<file path="src/rtl/vdma_pkg.sv">
package vdma_pkg;
  localparam logic [1:0] MODE_FILL = 2'b10;
  localparam logic [1:0] MODE_COPY = 2'b11;
  localparam logic [3:0] TGT_PAT = 4'h1;
  localparam logic [3:0] TGT_COL = 4'h3;
  localparam logic [3:0] TGT_SCR = 4'h5;
  localparam int START_BIT = 5;
  localparam int WRITE_BIT = 0;

  function automatic logic is_fill(input logic [7:0] hi);
    return hi[7:6] == MODE_FILL;
  endfunction

  function automatic logic is_copy(input logic [7:0] hi);
    return hi[7:6] == MODE_COPY;
  endfunction

  function automatic logic is_bus(input logic [7:0] hi);
    return hi[7] == 1'b0;
  endfunction
endpackage

</file>
<file path="src/rtl/vdma_regs.sv">
module vdma_regs
  import vdma_pkg::*;
#(
  parameter int AW = 16,
  parameter int DW = 16,
  parameter int LW = 16,
  parameter int IW = 8
) (
  input  logic          clk,
  input  logic          rst,
  input  logic          cfg_load,
  input  logic [7:0]    cfg_src_hi,
  input  logic [7:0]    cfg_src_mid,
  input  logic [7:0]    cfg_src_lo,
  input  logic [LW-1:0] cfg_len,
  input  logic [AW-1:0] cfg_addr,
  input  logic [5:0]    cfg_code,
  input  logic [IW-1:0] cfg_inc,
  input  logic          host_wr,
  input  logic [DW-1:0] host_data,
  input  logic          adv,
  output logic [7:0]    src_hi,
  output logic [7:0]    src_mid,
  output logic [7:0]    src_lo,
  output logic [AW-1:0] addr,
  output logic [5:0]    code,
  output logic [DW-1:0] last_val,
  output logic          busy,
  output logic          host_reject
);
  logic [LW-1:0] len;
  logic [IW-1:0] inc;
  logic          fill_mode;
  logic          blocked;
  logic          host_ok;
  logic          last_step;
  logic [AW-1:0] step_a;
  logic [AW-1:0] step_h;

  assign fill_mode = is_fill(src_hi);
  assign blocked   = busy && !fill_mode;
  assign host_ok   = host_wr && !blocked && code[WRITE_BIT];
  assign last_step = adv && (len == LW'(1));
  assign step_a    = adv ? AW'(inc) : '0;
  assign step_h    = host_ok ? AW'(inc) : '0;

  always_ff @(posedge clk) begin
    if (rst) begin
      src_hi      <= '0;
      src_mid     <= '0;
      src_lo      <= '0;
      len         <= '0;
      addr        <= '0;
      code        <= '0;
      inc         <= '0;
      last_val    <= '0;
      busy        <= 1'b0;
      host_reject <= 1'b0;
    end else begin
      host_reject <= host_wr && blocked;
      if (cfg_load && !busy) begin
        src_hi  <= cfg_src_hi;
        src_mid <= cfg_src_mid;
        src_lo  <= cfg_src_lo;
        len     <= cfg_len;
        addr    <= cfg_addr;
        code    <= cfg_code;
        inc     <= cfg_inc;
        busy    <= cfg_code[START_BIT] && !is_fill(cfg_src_hi);
      end else begin
        addr <= addr + step_a + step_h;
        if (adv) begin
          src_lo <= src_lo + 8'd1;
          if (src_lo == 8'hFF) src_mid <= src_mid + 8'd1;
          len <= len - LW'(1);
          if (last_step) begin
            busy            <= 1'b0;
            code[START_BIT] <= 1'b0;
          end
        end
        if (host_ok) begin
          last_val <= host_data;
          if (code[START_BIT] && fill_mode) busy <= 1'b1;
        end
      end
    end
  end

  // the run only ends on the final push
  assert_stop_on_last_R8: assert property (@(posedge clk) disable iff (rst)
    $fell(busy) |-> $past(adv));
  // refusals only while a non-fill run is active
  assert_reject_cause_R9: assert property (@(posedge clk) disable iff (rst)
    host_reject |-> $past(busy && !is_fill(src_hi)));
  // a load never starts a fill
  assert_fill_not_by_load_R1: assert property (@(posedge clk) disable iff (rst)
    ($past(cfg_load && !busy && !host_wr) && is_fill(src_hi)) |-> !busy);
endmodule

</file>
<file path="src/rtl/vdma_gate.sv">
module vdma_gate
  import vdma_pkg::*;
#(
  parameter int SW = 9,
  parameter int TW = 20
) (
  input  logic          clk,
  input  logic          rst,
  input  logic          slot_go,
  input  logic [SW-1:0] slot_idx,
  input  logic          slot_refresh,
  input  logic          slot_unused,
  input  logic          fifo_full,
  input  logic          busy,
  input  logic [7:0]    src_hi,
  input  logic [TW-1:0] now_time,
  output logic          pend,
  output logic [TW-1:0] when_q
);
  logic prev_ref;
  logic mode_ok;
  logic take;

  always_comb begin
    if (is_bus(src_hi))       mode_ok = (slot_idx == '0) || !prev_ref;
    else if (is_copy(src_hi)) mode_ok = slot_unused;
    else                      mode_ok = 1'b1;
  end

  assign take = slot_go && busy && !pend && !slot_refresh && !fifo_full && mode_ok;

  always_ff @(posedge clk) begin
    if (rst) begin
      prev_ref <= 1'b0;
      pend     <= 1'b0;
      when_q   <= '0;
    end else begin
      if (slot_go) prev_ref <= slot_refresh;
      pend <= take;
      if (take) when_q <= now_time;
    end
  end

  // a slot is only taken from a strobe outside refresh with queue space
  assert_take_clean_R2: assert property (@(posedge clk) disable iff (rst)
    pend |-> $past(slot_go && !slot_refresh && !fifo_full));
  // copy takes only unused slots
  assert_copy_unused_R4: assert property (@(posedge clk) disable iff (rst)
    (pend && is_copy(src_hi)) |-> $past(slot_unused));
endmodule

</file>
<file path="src/rtl/vdma_src.sv">
module vdma_src
  import vdma_pkg::*;
#(
  parameter int AW = 16,
  parameter int DW = 16,
  parameter int TW = 20,
  parameter int PW = 8,
  parameter int COL_DEPTH = 64,
  parameter int SCR_DEPTH = 40
) (
  input  logic          clk,
  input  logic          rst,
  input  logic          pend,
  input  logic [TW-1:0] when_q,
  input  logic [PW-1:0] slot_period,
  input  logic [7:0]    src_hi,
  input  logic [7:0]    src_mid,
  input  logic [7:0]    src_lo,
  input  logic [AW-1:0] addr,
  input  logic [5:0]    code,
  input  logic [DW-1:0] last_val,
  output logic [23:0]   bus_addr,
  input  logic [DW-1:0] bus_rdata,
  output logic [15:0]   pat_raddr,
  input  logic [7:0]    pat_rdata,
  output logic [$clog2(COL_DEPTH)-1:0] col_raddr,
  input  logic [DW-1:0] col_rdata,
  output logic [$clog2(SCR_DEPTH)-1:0] scr_raddr,
  input  logic [DW-1:0] scr_rdata,
  output logic          push,
  output logic [AW-1:0] push_addr,
  output logic [DW-1:0] push_data,
  output logic [5:0]    push_code,
  output logic          push_partial,
  output logic [TW-1:0] push_ready,
  output logic          unused_clr
);
  localparam int CAW = $clog2(COL_DEPTH);
  localparam int VAW = $clog2(SCR_DEPTH);

  logic [DW-1:0] val;
  logic          partial;
  logic [TW-1:0] lat;
  logic          scr_oob;

  assign bus_addr  = {src_hi, src_mid, src_lo};
  assign pat_raddr = {src_mid, src_lo};
  assign col_raddr = src_lo[CAW-1:0];
  assign scr_raddr = src_lo[VAW-1:0];
  assign scr_oob   = int'(src_lo[VAW-1:0]) >= SCR_DEPTH;
  assign lat       = TW'(slot_period) + TW'(slot_period) + TW'(slot_period);

  always_comb begin
    val     = bus_rdata;
    partial = 1'b0;
    if (is_fill(src_hi)) begin
      partial = 1'b1;
      val     = (code[3:0] == TGT_PAT) ? DW'(last_val[DW-1 -: 8]) : last_val;
    end else if (is_copy(src_hi)) begin
      case (code[3:0])
        TGT_PAT: val = DW'(pat_rdata);
        TGT_COL: val = col_rdata;
        TGT_SCR: val = scr_oob ? '0 : scr_rdata;
        default: val = '0;
      endcase
    end
  end

  always_ff @(posedge clk) begin
    if (rst) begin
      push         <= 1'b0;
      push_addr    <= '0;
      push_data    <= '0;
      push_code    <= '0;
      push_partial <= 1'b0;
      push_ready   <= '0;
      unused_clr   <= 1'b0;
    end else begin
      push       <= pend;
      unused_clr <= pend && is_copy(src_hi);
      if (pend) begin
        push_addr    <= addr;
        push_data    <= val;
        push_code    <= code;
        push_partial <= partial;
        push_ready   <= when_q + lat;
      end
    end
  end

  // every fill entry is single-byte, bus and copy entries are not
  assert_fill_partial_R5: assert property (@(posedge clk) disable iff (rst)
    push |-> (push_partial == $past(is_fill(src_hi))));
  // the unused flag is consumed together with a push
  assert_clr_with_push_R4: assert property (@(posedge clk) disable iff (rst)
    unused_clr |-> push);
endmodule

</file>
<file path="src/rtl/vdma_engine.sv">
module vdma_engine
  import vdma_pkg::*;
#(
  parameter int AW = 16,
  parameter int DW = 16,
  parameter int LW = 16,
  parameter int IW = 8,
  parameter int SW = 9,
  parameter int TW = 20,
  parameter int PW = 8,
  parameter int COL_DEPTH = 64,
  parameter int SCR_DEPTH = 40,
  localparam int CAW = $clog2(COL_DEPTH),
  localparam int VAW = $clog2(SCR_DEPTH)
) (
  input  logic           clk,
  input  logic           rst,
  input  logic           cfg_load,
  input  logic [7:0]     cfg_src_hi,
  input  logic [7:0]     cfg_src_mid,
  input  logic [7:0]     cfg_src_lo,
  input  logic [LW-1:0]  cfg_len,
  input  logic [AW-1:0]  cfg_addr,
  input  logic [5:0]     cfg_code,
  input  logic [IW-1:0]  cfg_inc,
  input  logic           host_wr,
  input  logic [DW-1:0]  host_data,
  output logic           host_reject,
  output logic           busy,
  input  logic           slot_go,
  input  logic [SW-1:0]  slot_idx,
  input  logic           slot_refresh,
  input  logic           slot_unused,
  output logic           unused_clr,
  input  logic           fifo_full,
  input  logic [TW-1:0]  now_time,
  input  logic [PW-1:0]  slot_period,
  output logic [23:0]    bus_addr,
  input  logic [DW-1:0]  bus_rdata,
  output logic [15:0]    pat_raddr,
  input  logic [7:0]     pat_rdata,
  output logic [CAW-1:0] col_raddr,
  input  logic [DW-1:0]  col_rdata,
  output logic [VAW-1:0] scr_raddr,
  input  logic [DW-1:0]  scr_rdata,
  output logic           push,
  output logic [AW-1:0]  push_addr,
  output logic [DW-1:0]  push_data,
  output logic [5:0]     push_code,
  output logic           push_partial,
  output logic [TW-1:0]  push_ready
);
  logic [7:0]    src_hi, src_mid, src_lo;
  logic [AW-1:0] addr;
  logic [5:0]    code;
  logic [DW-1:0] last_val;
  logic          pend;
  logic [TW-1:0] when_q;

  vdma_regs #(.AW(AW), .DW(DW), .LW(LW), .IW(IW)) u_regs (
    .clk(clk), .rst(rst), .cfg_load(cfg_load),
    .cfg_src_hi(cfg_src_hi), .cfg_src_mid(cfg_src_mid), .cfg_src_lo(cfg_src_lo),
    .cfg_len(cfg_len), .cfg_addr(cfg_addr), .cfg_code(cfg_code), .cfg_inc(cfg_inc),
    .host_wr(host_wr), .host_data(host_data), .adv(pend),
    .src_hi(src_hi), .src_mid(src_mid), .src_lo(src_lo), .addr(addr),
    .code(code), .last_val(last_val), .busy(busy), .host_reject(host_reject)
  );

  vdma_gate #(.SW(SW), .TW(TW)) u_gate (
    .clk(clk), .rst(rst), .slot_go(slot_go), .slot_idx(slot_idx),
    .slot_refresh(slot_refresh), .slot_unused(slot_unused), .fifo_full(fifo_full),
    .busy(busy), .src_hi(src_hi), .now_time(now_time), .pend(pend), .when_q(when_q)
  );

  vdma_src #(.AW(AW), .DW(DW), .TW(TW), .PW(PW),
             .COL_DEPTH(COL_DEPTH), .SCR_DEPTH(SCR_DEPTH)) u_src (
    .clk(clk), .rst(rst), .pend(pend), .when_q(when_q), .slot_period(slot_period),
    .src_hi(src_hi), .src_mid(src_mid), .src_lo(src_lo), .addr(addr), .code(code),
    .last_val(last_val), .bus_addr(bus_addr), .bus_rdata(bus_rdata),
    .pat_raddr(pat_raddr), .pat_rdata(pat_rdata), .col_raddr(col_raddr),
    .col_rdata(col_rdata), .scr_raddr(scr_raddr), .scr_rdata(scr_rdata),
    .push(push), .push_addr(push_addr), .push_data(push_data), .push_code(push_code),
    .push_partial(push_partial), .push_ready(push_ready), .unused_clr(unused_clr)
  );

  // pushes only come from a running engine
  assert_push_while_busy_R2: assert property (@(posedge clk) disable iff (rst)
    push |-> $past(busy, 2));
  // at most one push per taken slot, never back to back
  assert_single_push_R2: assert property (@(posedge clk) disable iff (rst)
    push |=> !push);
endmodule

</file>
<file path="config.mk">
export PLATFORM = sky130hd
export DESIGN_NAME = vdma_engine
export DESIGN_NICKNAME = d
export VERILOG_FILES = /design/src/rtl/vdma_pkg.sv /design/src/rtl/vdma_regs.sv /design/src/rtl/vdma_gate.sv /design/src/rtl/vdma_src.sv /design/src/rtl/vdma_engine.sv
export SDC_FILE = /design/constraint.sdc
export NUM_CORES = 1
export LEC_CHECK = 0
export ABC_CLOCK_PERIOD_IN_PS = 8400
export BUFFER_PORTS_ARGS = -buffer_cell sky130_fd_sc_hd__clkbuf_2
export CAP_MARGIN = 25
export CORE_AREA = 2 2 194 196
export DETAILED_ROUTE_END_ITERATION = 6
export DIE_AREA = 0 0 196 198
export PLACE_DENSITY = 0.51
export SYNTH_ARGS = -nofsm -noshare
export SYNTH_HDL_FRONTEND = slang
export SYNTH_SLANG_ARGS = --single-unit
</file>
<file path="constraint.sdc">
create_clock -name clk -period 8.4 [get_ports clk]
set_clock_uncertainty 0.15 [all_clocks]
set_input_delay 2.1 -clock clk [delete_from_list [all_inputs] [get_ports clk]]
set_output_delay 2.1 -clock clk [all_outputs]
set_load 0.01 [all_outputs]
</file>
# --- After elaboration in Yosys (flattened, before gate mapping) ---
# Index checks and enable logic that the tools add are counted.
word_totals:
  ram_bits: 0
  latch_bits: 0
  wordCells: 95
  register_bits: 171
  inputBits: 187
  output_inout_bits: 115
  mem_count: 0
  romBits: 0
classes:
  eq_ne: 8
  n_shift: 0
  n_lt_le_gt_ge: 1
  addsub: 8
  mux: 26
  reduce_logical: 30
  bitwise: 1
  div: 0
  multipliers: 0
op_table:
  columns: ["op", "count"]
  rows:
  - ["$mux W16", 7]
  - ["$mux W8", 7]
  - ["$pmux W16 S3", 1]
  - ["$add A16 B16 Y16", 2]
  - ["$add A20 B20 Y20", 1]
  - ["$add A20 B8 Y20", 1]
  - ["$add A8 B1 Y8 const B", 2]
  - ["$eq A16 B1 Y1 const B", 1]
  - ["$sub A16 B1 Y16 const B", 1]
  - ["$logic_and A1 B1 Y1", 14]
  - ["$mux W1", 11]
  - ["$add A8 B8 Y9", 1]
  - ["$logic_not A9 Y1", 1]
  - ["$eq A8 B8 Y1 const B", 1]
  - ["$logic_not A1 Y1", 8]
  - ["$eq A2 B2 Y1 const B", 3]
  - ["$ge A6 B6 Y1 const B", 1]
  - ["$reduce_and A2 Y1", 3]
  - ["$reduce_bool A2 Y1", 3]
  - ["$eq A4 B1 Y1 const B", 1]
  - ["$eq A4 B2 Y1 const B", 1]
  - ["$eq A4 B3 Y1 const B", 1]
  - ["$logic_or A1 B1 Y1", 1]
  - ["$not A1 Y1", 1]

# --- Longest topological paths before layout ---
depth:
  depth_word: 9
  ltp_mapped: 15
  ltp_nobuf: 13

# --- Modules after synthesis ---
# Synthesis repeated with hierarchy kept, for this count alone.
hier_totals:
  cells_unflattened: 1059
  hier_area_um2: 9162.5
modules_own_cells:
  columns: ["mod", "seq_area_each_um2", "instances", "area_per_inst_um2", "cells_each"]
  rows:
  - ["vdma_regs", 1761.7, 1, 4311.6, 517]
  - ["vdma_src", 1221.2, 1, 3842.4, 441]
  - ["vdma_gate", 440.4, 1, 1008.5, 101]

# --- Worst setup path before layout ---
# No wires, ideal clock.
synth_timing:
  path_kind: "input -> register"
  start: "input host_wr"
  end: "register u_regs.addr[15]"
  path_slack_ns: 3.529
  path_stages: 13
  arrival_time_ns: 4.636
  setup_ns: 0.086
  path_buffers: 0
  required_time_ns: 8.164
  cell_sequence: "nand2_1 -> a21oi_2 -> nand2_1 -> fa_1 -> inv_1 -> ha_1 -> inv_1 -> fa_1 -> nor2b_1 -> o31ai_1 -> a2111oi_1 -> xnor2_1 -> a211oi_1"
synth_between:
  elab_chain_len: 5
synth_lines:
  columns: ["item", "line", "text"]
  rows:
  - ["start, declared", "vdma_engine.sv:26", "input logic host_wr,"]
  - ["$logic_and A1 B1 Y1 (2 in series)", "vdma_regs.sv:42", "assign host_ok = host_wr && !blocked && code[WRITE_BIT];"]
  - ["$mux W8", "vdma_regs.sv:45", "assign step_h = host_ok ? AW'(inc) : '0;"]
  - ["$add A16 B16 Y16", "vdma_regs.sv:71", "addr <= addr + step_a + step_h;"]
  - ["$mux W16", "vdma_regs.sv:61", "if (cfg_load && !busy) begin"]
  - ["end signal, assigned", "vdma_regs.sv:66", "addr <= cfg_addr;"]
  - ["end signal, assigned", "vdma_regs.sv:71", null]
  - ["end, declared", "vdma_regs.sv:25", "output logic [AW-1:0] addr,"]
# No other way between the ends.
# A chain may end at the register's enable or synchronous reset.

# --- Worst setup path after layout ---
layout_timing:
  start: "input host_wr"
  end: "register u_regs.addr[10]"
# The elaborated chain is that of the path after synthesis.

==> impl_results.md <==
* Status: complete, no violations
* Startpoint Class: input port
* Final min period at just over 5 ns
* Total CTS buffers at 17
* Peak supply drop at around 0.00014 V
* Mux share of post-synthesis cell area at 0.06549
* Vias per cell at approximately 4.6
* Clock Sinks at ~170
* Share of post-route cells with drive strength above 1 at 0.2669
* Post-synthesis sequential area ratio at 0.3788
* Final WL at between 20000 and 30000 um
* Net count, final at roughly 1.6k
* Yosys top cell by area: dfxtp_1
* Initial Util at 0.2445
* Required @ worst endpoint at 8.58 ns
* Worst r2r dst: u_regs.addr[10]$_SDFF_PP0_
* Worst Tran Pin Value at between 0.9 and 1 ns
* Hold path startpoint: u_regs.last_val[4]$_SDFFE_PP0P_
* Syn Area/Cell at approximately 8.3 um^2
* Hold Vio Cnt, Final at 0
* First-pass GRT wire length at between 40000 and 50000 um
* R2R Path Start: u_regs.src_hi[7]$_SDFFE_PP0P_
* Top cells by area, synth: dfxtp_1 (38%), nor2_1 (6.7%), mux2i_1 (6.4%)
* Via Count at roughly 8.4k
* Critical path data arrival time at about 5.2 ns
* Clock Tree Buf Depth at 2
* Endpoints failing setup at 0
* Routed Antenna Nets at 0
* Register-to-register setup slack at about 3.4 ns
* Boundary pin count at around 300
* Post-DP HPWL at about 21000 um
* CORE AREA at between 30000 and 40000 um^2
* Most used flip-flop cell after synthesis: dfxtp_1
* Die Span Y at between 150 and 200 um
* H-tree depth at 4
* Hold path endpoint: u_regs.last_val[4]$_SDFFE_PP0P_
* Inserted Diodes at 0
* Port bufs at 301
* Rel. slew slack at 0.3581
* Clock transition at path regs at about 0.07 ns
* Synthesized-area fraction occupied by xor and xnor cells at 0.03101
* Routability Congestion at about 0.8
* Largest net degree at the start of global routing at roughly 110
* Final worst path period share at 0.6022
* Mapped Area at between 9000 and 10000 um^2
* Compound-Gate Fraction of Synth Area at 0.1726
* CTS tree: done
* Gate Count Post-Synth at about 1.1k
* Worst hold-check path type: register to register
* Max-capacitance violation count at 0
* Die extent in x at between 150 and 200 um
* Post-cts repair resize count at 0
* Post-synth top area share at 0.3788
* Vias in the first global route at 8141
* Initial antenna violation count at 2
* DR WL/cell at approximately 16 um
* Root Buffer: clkbuf_16
* Die area at about 39000 um^2
* Area delta synth->final at 26.57%
* Critical Path Sink Type: register
* Synth Warn # at 0
* 1st-iter DRT viols at ~360
* Remaining global-route overflow at 0
* Max FO, Critical Path at 10
* Highest Clock Rate at between 150 and 200 MHz
* Final Worst Setup Slack at between 3 and 4 ns
* Simple-Gate Fraction of Synth Area at 0.2074
* Synth Area in Adders at 0.07088
* Worst Hold Depth at 2
* Seq cells post-synth at 171
* Cts hold-fix bufs at 0
* Post-CTS Setup Inserts at 0
* Syn nets at around 1.3k
* CP Class: input port to register
* GRT Util Overall at 0.1495
* Clk_lat worst skew at 0.44 ns
* Lkg Pwr at slightly below 5 nW
* Place WS at a little under 3 ns
* TNS Setup at 0 ns
* Max Slew Vio Count at 0
* Synth unique cells at 69
* Row count at 71
* Number of synthesized flops with an enable pin at 0
* Largest family of logic cells by synthesized area: simple AND/OR/NAND/NOR gates
* Async SR Flop Fraction at 0
* Worst Reg2Reg Path Length in Cells at 11
* RSZ-0062 raised after global routing: no
* DRT Pass-1 Iters at 5
* Pwr/cell area at approximately 180 nW/um^2
* DRC at 0
## sequential cells by signal (all words and copies together), names as in the netlist, 6 cells and up
signal            flops
u_regs.code           6
u_src.push_ready     20
u_regs.src_hi         8
u_regs.addr          16
u_regs.src_mid        8
u_src.push_code       6
u_regs.len           16
u_regs.last_val      16
u_src.push_data      16
u_src.push_addr      16
u_regs.src_lo         8
u_regs.inc            8
u_gate.when_q        20
## worst max-delay path, cell delays in order
cell and delay [ns]:
clkbuf_2 0.10, nand2_1 0.09, a21oi_2 0.43, nand2_1 0.14, fa_1 0.57, inv_1 0.06, ha_1 0.27, a21o_1 0.13
nand4_1 0.23, a211oi_1 0.61, o21ai_0 0.14, a2111oi_0 0.36
## where the power goes
part           internal [mW]  leakage, nW  switching, mW
registers              0.840         1.39         0.0378
logic                  0.105         3.14          0.136
clock network          0.537        0.304          0.358
total                   1.48         4.84          0.532
## metrics by stage
stage | instances | power, mW | utilization | hold WS (ns) | area [um^2]
floorplan | 1085 | 1.039 | - | 0.2857 | 9037
global placement | 1775 | 1.140 | 0.2914 | 0.2928 | 10770
detailed placement | 1776 | 1.142 | 0.2917 | 0.2974 | 10780
CTS | 1807 | 2.050 | 0.3090 | 0.3073 | 11420
global route | 1808 | 2.103 | 0.3095 | 0.3299 | 11440
finish | 1808 | 2.014 | 0.3095 | 0.3070 | 11440
## cells by family after synthesis
logic type      Yosys count
simple gates            405
compound gates          230
flops                   171
buf+inv                 147
mux                      59
fa+ha+maj                41
xor+xnor                 32
## layer usage
| metal | vias up | share of wire | global-route usage |
|---|---|---|---|
| met4 | 4 | 0.023 | 0.05471 |
| li1 | 4215 | - | - |
| met2 | 250 | 0.46 | 0.2429 |
| met3 | 28 | 0.054 | 0.03219 |
| met1 | 3876 | 0.46 | 0.1952 |
| met5 | - | 0.00094 | 0 |
## cells in the final DEF (no fill, tap or decap), drive strengths merged, types with 16 or more instances in the layout
master and count:
a211oi 38, a21oi 76, clkbuf 321, dfxtp 171, fa 17, ha 24
inv 58, mux2i 58, nand2 127, nand3 16, nor2 163, nor3 16
o21ai 34, xnor2 19
## cell type report
type | count | area (um^2)
Clock buffer | 21 | 450.4
Clock inverter | 10 | 187.7
Fill cell | 3996 | 25520
Inverter | 56 | 210.2
Multi-Input combinational cell | 767 | 4981
Sequential cell | 171 | 3427
Tap cell | 474 | 593.1
Timing Repair Buffer | 309 | 1589
## Yosys cell counts, types with 13 or more instances
master and n:
xnor2_1 19, buf_1 17, a21oi_1 74, dfxtp_1 171, and2_1 13, nor3_1 14, nor2_1 162, mux2i_1 58
fa_1 17, and3_1 13, ha_1 24, o21ai_0 24, xor2_1 13, buf_4 28, clkbuf_1 38, a211oi_1 35
nand2_1 125, nand3_1 16, inv_1 56
## how the worst max path moves through the flow
stage	startpoint	cells past startpoint	end	slack (ns)
after floorplan	host_wr	13	u_regs.addr[15]$_SDFF_PP0_	3.53
after global placement	host_wr	12	u_regs.addr[10]$_SDFF_PP0_	3.01
after detailed placement	host_wr	12	u_regs.addr[10]$_SDFF_PP0_	2.89
after CTS	u_regs.src_hi[7]$_SDFFE_PP0P_	11	u_regs.addr[10]$_SDFF_PP0_	3.26
after global routing	u_regs.src_hi[7]$_SDFFE_PP0P_	11	u_regs.addr[10]$_SDFF_PP0_	2.67
final	host_wr	12	u_regs.addr[10]$_SDFF_PP0_	3.34
(Power assumes the default switching activity.)
